<file path="config.mk">
export PLATFORM = sky130hd
export DESIGN_NAME = icu_top
export DESIGN_NICKNAME = d
export VERILOG_FILES = /design/src/rtl/icu_pkg.sv /design/src/rtl/icu_edge.sv /design/src/rtl/icu_flag.sv /design/src/rtl/icu_top.sv
export SDC_FILE = /design/constraint.sdc
export NUM_CORES = 1
export LEC_CHECK = 0
export ABC_AREA = 1
export BUFFER_PORTS_ARGS = -buffer_cell sky130_fd_sc_hd__clkbuf_2
export CAP_MARGIN = 30
export CORE_ASPECT_RATIO = 1.2
export CORE_MARGIN = 2
export CORE_UTILIZATION = 50
export CTS_BUF_LIST = sky130_fd_sc_hd__clkbuf_16
export CTS_CLUSTER_DIAMETER = 200
export DETAILED_ROUTE_END_ITERATION = 16
export GPL_ROUTABILITY_DRIVEN = 0
export GPL_TIMING_DRIVEN = 0
export PLACE_DENSITY_LB_ADDON = 0.05
export SYNTH_ARGS = -nofsm -noshare
export SYNTH_HDL_FRONTEND = slang
export SYNTH_HIERARCHICAL = 1
export SYNTH_SLANG_ARGS = --single-unit
</file>
<file path="constraint.sdc">
create_clock -name clk -period 3.1 [get_ports clk]
set_clock_uncertainty 0.05 [all_clocks]
set_input_delay 0.31 -clock clk [delete_from_list [all_inputs] [get_ports clk]]
set_output_delay 0.31 -clock clk [all_outputs]
set_load 0.02 [all_outputs]
</file>
<file path="src/rtl/icu_pkg.sv">
package icu_pkg;
    typedef enum logic [1:0] {
        FLG_IDLE  = 2'd0,
        FLG_SET   = 2'd1,
        FLG_ARMED = 2'd2
    } flg_state_e;

    typedef enum logic [2:0] {
        REG_CTRL  = 3'd0,
        REG_STAT  = 3'd1,
        REG_COUNT = 3'd2,
        REG_CAPA  = 3'd3,
        REG_CAPB  = 3'd4,
        REG_CAPC  = 3'd5,
        REG_CAPD  = 3'd6
    } reg_addr_e;
endpackage

</file>
<file path="src/rtl/icu_edge.sv">
module icu_edge #(
    parameter int SYNC_STAGES = 2
) (
    input  logic clk,
    input  logic rst_n,
    input  logic pin_i,
    input  logic rise_sel_i,
    output logic evt_o
);
    logic [SYNC_STAGES-1:0] sync_q;
    logic                   last_q;
    logic                   cur;

    assign cur = sync_q[SYNC_STAGES-1];

    always_ff @(posedge clk or negedge rst_n) begin
        if (!rst_n) begin
            sync_q <= '0;
            last_q <= 1'b0;
        end else begin
            sync_q <= {sync_q[SYNC_STAGES-2:0], pin_i};
            last_q <= cur;
        end
    end

    always_comb begin
        evt_o = rise_sel_i ? (cur & ~last_q) : (~cur & last_q);
    end
endmodule

</file>
<file path="src/rtl/icu_flag.sv">
module icu_flag
    import icu_pkg::*;
(
    input  logic clk,
    input  logic rst_n,
    input  logic hw_set_i,
    input  logic rd_stat_i,
    input  logic wr_stat_i,
    input  logic wr_bit_i,
    output logic flag_o
);
    flg_state_e state_q, state_d;

    always_comb begin
        state_d = state_q;
        unique case (state_q)
            FLG_IDLE:  if (hw_set_i) state_d = FLG_SET;
            FLG_SET:   if (rd_stat_i) state_d = FLG_ARMED;
            FLG_ARMED: if (wr_stat_i && !wr_bit_i)
                           state_d = hw_set_i ? FLG_SET : FLG_IDLE;
            default:   state_d = FLG_IDLE;
        endcase
    end

    always_ff @(posedge clk or negedge rst_n) begin
        if (!rst_n) state_q <= FLG_IDLE;
        else        state_q <= state_d;
    end

    always_comb begin
        flag_o = (state_q != FLG_IDLE);
    end

    // a hardware event always leaves the flag set
    p_set_wins_r8: assert property (@(posedge clk) disable iff (!rst_n)
        hw_set_i |=> flag_o);

    // a flag not yet read cannot be cleared
    p_no_blind_clear_r7: assert property (@(posedge clk) disable iff (!rst_n)
        (state_q == FLG_SET) |=> flag_o);
endmodule

</file>
<file path="src/rtl/icu_top.sv">
module icu_top
    import icu_pkg::*;
#(
    parameter int CNT_W       = 16,
    parameter int SYNC_STAGES = 2,
    parameter int ADDR_W      = 3
) (
    input  logic              clk,
    input  logic              rst_n,
    input  logic              cnt_en_i,
    input  logic [3:0]        cap_pin_i,
    input  logic              bus_wr_i,
    input  logic              bus_rd_i,
    input  logic [ADDR_W-1:0] bus_addr_i,
    input  logic [CNT_W-1:0]  bus_wdata_i,
    output logic [CNT_W-1:0]  bus_rdata_o,
    output logic              irq_o
);
    localparam int NCH    = 4;
    localparam int NPAIR  = NCH / 2;
    localparam int CTRL_W = NPAIR + 2 * NCH;

    logic [CTRL_W-1:0] ctrl_q;
    logic [NPAIR-1:0]  buf_en;
    logic [NCH-1:0]    rise_sel, irq_en, evt, flags;
    logic [CNT_W-1:0]  cnt_q;
    logic [CNT_W-1:0]  cap_q [NCH];
    logic              rd_stat, wr_stat, wr_cnt, wr_ctrl;

    assign buf_en   = ctrl_q[NPAIR-1:0];
    assign rise_sel = ctrl_q[NPAIR +: NCH];
    assign irq_en   = ctrl_q[NPAIR+NCH +: NCH];

    assign rd_stat = bus_rd_i && (bus_addr_i == ADDR_W'(REG_STAT));
    assign wr_stat = bus_wr_i && (bus_addr_i == ADDR_W'(REG_STAT));
    assign wr_cnt  = bus_wr_i && (bus_addr_i == ADDR_W'(REG_COUNT));
    assign wr_ctrl = bus_wr_i && (bus_addr_i == ADDR_W'(REG_CTRL));

    for (genvar i = 0; i < NCH; i++) begin : g_ch
        icu_edge #(.SYNC_STAGES(SYNC_STAGES)) u_edge (
            .clk        (clk),
            .rst_n      (rst_n),
            .pin_i      (cap_pin_i[i]),
            .rise_sel_i (rise_sel[i]),
            .evt_o      (evt[i])
        );
        icu_flag u_flag (
            .clk       (clk),
            .rst_n     (rst_n),
            .hw_set_i  (evt[i]),
            .rd_stat_i (rd_stat),
            .wr_stat_i (wr_stat),
            .wr_bit_i  (bus_wdata_i[i]),
            .flag_o    (flags[i])
        );
    end

    always_ff @(posedge clk or negedge rst_n) begin
        if (!rst_n)       ctrl_q <= '0;
        else if (wr_ctrl) ctrl_q <= bus_wdata_i[CTRL_W-1:0];
    end

    always_ff @(posedge clk or negedge rst_n) begin
        if (!rst_n)        cnt_q <= '0;
        else if (wr_cnt)   cnt_q <= bus_wdata_i;
        else if (cnt_en_i) cnt_q <= cnt_q + 1'b1;
    end

    always_ff @(posedge clk or negedge rst_n) begin
        if (!rst_n) begin
            for (int i = 0; i < NCH; i++) cap_q[i] <= '0;
        end else begin
            for (int p = 0; p < NPAIR; p++) begin
                if (evt[p]) begin
                    cap_q[p] <= cnt_q;
                    if (buf_en[p]) cap_q[p+NPAIR] <= cap_q[p];
                end
                if (evt[p+NPAIR] && !buf_en[p]) cap_q[p+NPAIR] <= cnt_q;
            end
        end
    end

    always_comb begin
        case (bus_addr_i)
            ADDR_W'(REG_CTRL):  bus_rdata_o = CNT_W'(ctrl_q);
            ADDR_W'(REG_STAT):  bus_rdata_o = CNT_W'(flags);
            ADDR_W'(REG_COUNT): bus_rdata_o = cnt_q;
            ADDR_W'(REG_CAPA):  bus_rdata_o = cap_q[0];
            ADDR_W'(REG_CAPB):  bus_rdata_o = cap_q[1];
            ADDR_W'(REG_CAPC):  bus_rdata_o = cap_q[2];
            ADDR_W'(REG_CAPD):  bus_rdata_o = cap_q[3];
            default:            bus_rdata_o = '0;
        endcase
    end

    assign irq_o = |(flags & irq_en);

    // wrap from all-ones to zero
    p_cnt_wrap_r2: assert property (@(posedge clk) disable iff (!rst_n)
        (cnt_en_i && !wr_cnt && cnt_q == '1) |=> (cnt_q == '0));

    for (genvar p = 0; p < NPAIR; p++) begin : g_chk
        // buffered primary event shifts history
        p_buf_push_r4: assert property (@(posedge clk) disable iff (!rst_n)
            (evt[p] && buf_en[p]) |=>
            (cap_q[p+NPAIR] == $past(cap_q[p]) && cap_q[p] == $past(cnt_q)));
        // secondary register holds in buffered mode without primary event
        p_sec_hold_r5: assert property (@(posedge clk) disable iff (!rst_n)
            (buf_en[p] && !evt[p]) |=> $stable(cap_q[p+NPAIR]));
        // direct-mode secondary capture
        p_sec_direct_r3: assert property (@(posedge clk) disable iff (!rst_n)
            (evt[p+NPAIR] && !buf_en[p]) |=> (cap_q[p+NPAIR] == $past(cnt_q)));
    end
endmodule

</file>
==> flow_metrics.py <==
metrics = {
    "status": {
        "status": "finished, final reports clean",
    },
    "clock_network": {
        "clkTransAtPathRegs_ns": 0.07,
        "cts_setup_buffers": 0,
        "cts_tree": "built",
        "clkSinkCount": 110,
        "cts_hold_buf": 0,
        "cts_resized": 0,
        "htreeDepth": 3,
        "insertion_delay_ns": 0.35,
        "cts_buffers": 9,
        "clockBufferDepth": 2,
        "root_buffer": "clkbuf_16",
    },
    "global_routing": {
        "grt_antenna_before_repair": 1,
        "grt_pass1_wl_mm": 27.2,
        "grt-ovfl-total": 0,
        "grt_max_degree": 111,
        "track_usage": 0.296,
        "grt_pass1_vias": 5193,
    },
    "timing": {
        "hold_slack_ns": 0.00641,
        "finalHoldViolCount": 0,
        "setup_viol": 0,
        "rsz0062_at_grt": "no",
        "fmax_ghz": 0.410,
        "slew_violations": 0,
        "finalSetupTns_ns": 0,
        "worst_slew_pin_slew_ns": 0.901,
        "slew-limit-headroom": 0.399,
        "fin_crit_ns": 2.44,
        "timing.final.crit_share": 0.787,
    },
    "logic_synthesis": {
        "postSynthAreaPerCell_um2": 7.51,
        "ys.flop_type": "dfrtp_1",
        "synthCells": 761,
        "yosysTopAreaCell": "dfrtp_1",
        "ys.warnings.count": 6,
        "ys_top_cells_by_count": "nand2_1, inv_1, dfrtp_1",
        "synth-seq-area-share": 0.481,
        "synth_area_mm2": 0.00572,
        "synth-edff-count": 0,
        "async_reset_ff_frac": 1.00,
        "synth_cell_types": 30,
        "synth_area_leaders": "dfrtp_1, nand2_1, o21ai_0",
        "synth.most_common_cell": "nand2_1",
        "ys_seq_elements": 110,
        "syn_nets": 790,
        "synth_top_area_frac": 0.481,
    },
    "detailed_routing": {
        "wire_per_inst_um": 17.7,
        "vias": 5354,
        "vias_per_cell": 5.49,
        "drc": 0,
        "drtIter0Drc": 430,
        "first_pass_iters": 5,
        "ant_nets": 0,
        "drt-total-wl_mm": 17.2,
    },
    "power": {
        "power_density_mw_per_mm2": 791,
        "power_leakage_nw": 3.16,
        "power_mw": 5.13,
        "ir_worst_vdd_mv": 0.364,
    },
    "die": {
        "die_h_um": 121,
        "dieArea_mm2": 0.0123,
        "core.rowCount": 42,
        "pin_count": 45,
        "start_util": 0.516,
        "die_w_um": 102,
        "design.core.area_mm2": 0.0111,
    },
    "worst_setup_path": {
        "crit_buf_inv": 4,
        "r2r-start": "ctrl_q[2]",
        "cp_slowest_cell": "buf_2",
        "crit_cells": 9,
        "arrival_ns": 2.08,
        "cpMostUsedCell": "clkbuf_2",
        "crit_chain": "clkbuf_2, inv_2, nor2_1, nand2_1, buf_2, o22ai_1, a21oi_1, nand3_1, clkbuf_2",
        "worstRegToRegCells": 8,
        "worstSetupStartpoint": "bus_addr_i[1]",
        "crit_fanout": 10,
        "worstSetupPathType": "input pin to primary output",
        "cp-end-kind": "primary output",
        "max_stage_delay_ns": 0.39,
        "worstPathRequired_ns": 2.74,
        "start_kind": "input pin",
        "cp_top_family": "buffers and inverters",
    },
    "finish": {
        "final_net_count": 845,
        "diodes": 0,
        "drive_gt1_frac": 0.114,
        "stdcell_count": 975,
        "area_growth_pct": 13.5,
    },
    "place": {
        "dp.cells": 957,
        "portBuffers": 42,
        "dp_hpwl_mm": 12.3,
    },
    "hold_path": {
        "hold_path.class": "input pin to asynchronous set/reset pin",
    },
    "flow_run": {
        "max-cap-violations": 0,
    },
}
## logic make-up after synthesis
logic type / after synthesis / share of synthesized area
AOI/OAI and AO/OA: 185 / 0.174
xor gates and xnor gates: 5 / 0.00766
adders and majority gates: 1 / 0.00219
buffers and inverters: 153 / 0.107
DFF: 110 / 0.481
muxes: 3 / 0.00591
and+or+nand+nor: 304 / 0.223
## cell type report
cell class	count	area, µm²
sequential	110	2750
fill	1034	4600
clock inverter	7	113
tap	154	193
buffer	32	155
multi-input combinational	498	2360
timing repair buffer	44	239
inverter	121	454
clock buffer	9	225
## sequential cells by signal (all words and copies together), names as in the netlist
| name | count |
|---|---|
| g_ch.u_flag/state_q | 8 |
| ctrl_q | 10 |
| cap_q | 64 |
| cnt_q | 16 |
| g_ch.u_edge/sync_q | 8 |
| g_ch.u_edge/last_q | 4 |
## layer usage
| metal | vias to the layer above | global-route usage | wire length (µm) |
|---|---|---|---|
| met1 | 2507 | 0.394 | 7020 |
| met2 | 243 | 0.485 | 8370 |
| met4 | 2 | 0.111 | 532 |
| met3 | 43 | 0.0461 | 1280 |
| li1 | 2559 | - | - |
| met5 | - | 0 | 8 |
## report_power, final
group | switching (mW) | leakage, nW | internal [mW] | total [mW]
Clock | 0.539 | 0.157 | 0.785 | 1.32
Combinational | 1.06 | 1.67 | 0.522 | 1.58
Sequential | 0.306 | 1.33 | 1.92 | 2.22
## final timing paths
path | to | slack, ns
setup / recovery | bus_rdata_o[3] | 0.66
hold / removal | cap_q[42] | 0.006
setup reg to reg | cap_q[29] | 0.98
hold reg to reg | g_ch[0].u_edge/sync_q[1] | 0.30
max in group asynchronous | cnt_q[12] | 2.36
min in group clk | g_ch[0].u_edge/sync_q[0] | 0.01
## cells in the final DEF, fill, tap and decap left out, types with 2 or more instances in the layout
| cell type | instances |
|---|---|
| a21oi_1 | 43 |
| nand2_2 | 7 |
| nand2_1 | 175 |
| o31ai_1 | 4 |
| clkbuf_16 | 9 |
| mux2_2 | 3 |
| buf_2 | 10 |
| dlygate4sd3_1 | 2 |
| buf_6 | 2 |
| nand3_1 | 57 |
| o21ai_1 | 2 |
| xor2_1 | 5 |
| inv_2 | 8 |
| dfrtp_1 | 110 |
| o221ai_1 | 2 |
| bufinv_16 | 3 |
| inv_1 | 112 |
| clkinvlp_4 | 2 |
| nor2_1 | 55 |
| o211ai_1 | 8 |
| clkinv_1 | 3 |
| o21ai_0 | 106 |
| clkbuf_2 | 44 |
| o22ai_1 | 18 |
| clkbuf_1 | 16 |
| nand4_1 | 6 |
## through the flow
stage / util / area, µm² / worst slack (ns)
floorplan: - / 5720 / 1.47
global placement: 0.552 / 6120 / 0.0276
detailed placement: 0.553 / 6130 / 0.784
CTS: 0.583 / 6470 / 0.778
global route: 0.585 / 6490 / 0.671
finish: 0.585 / 6490 / 0.659
Note: power is estimated with default switching activity, not from simulation.
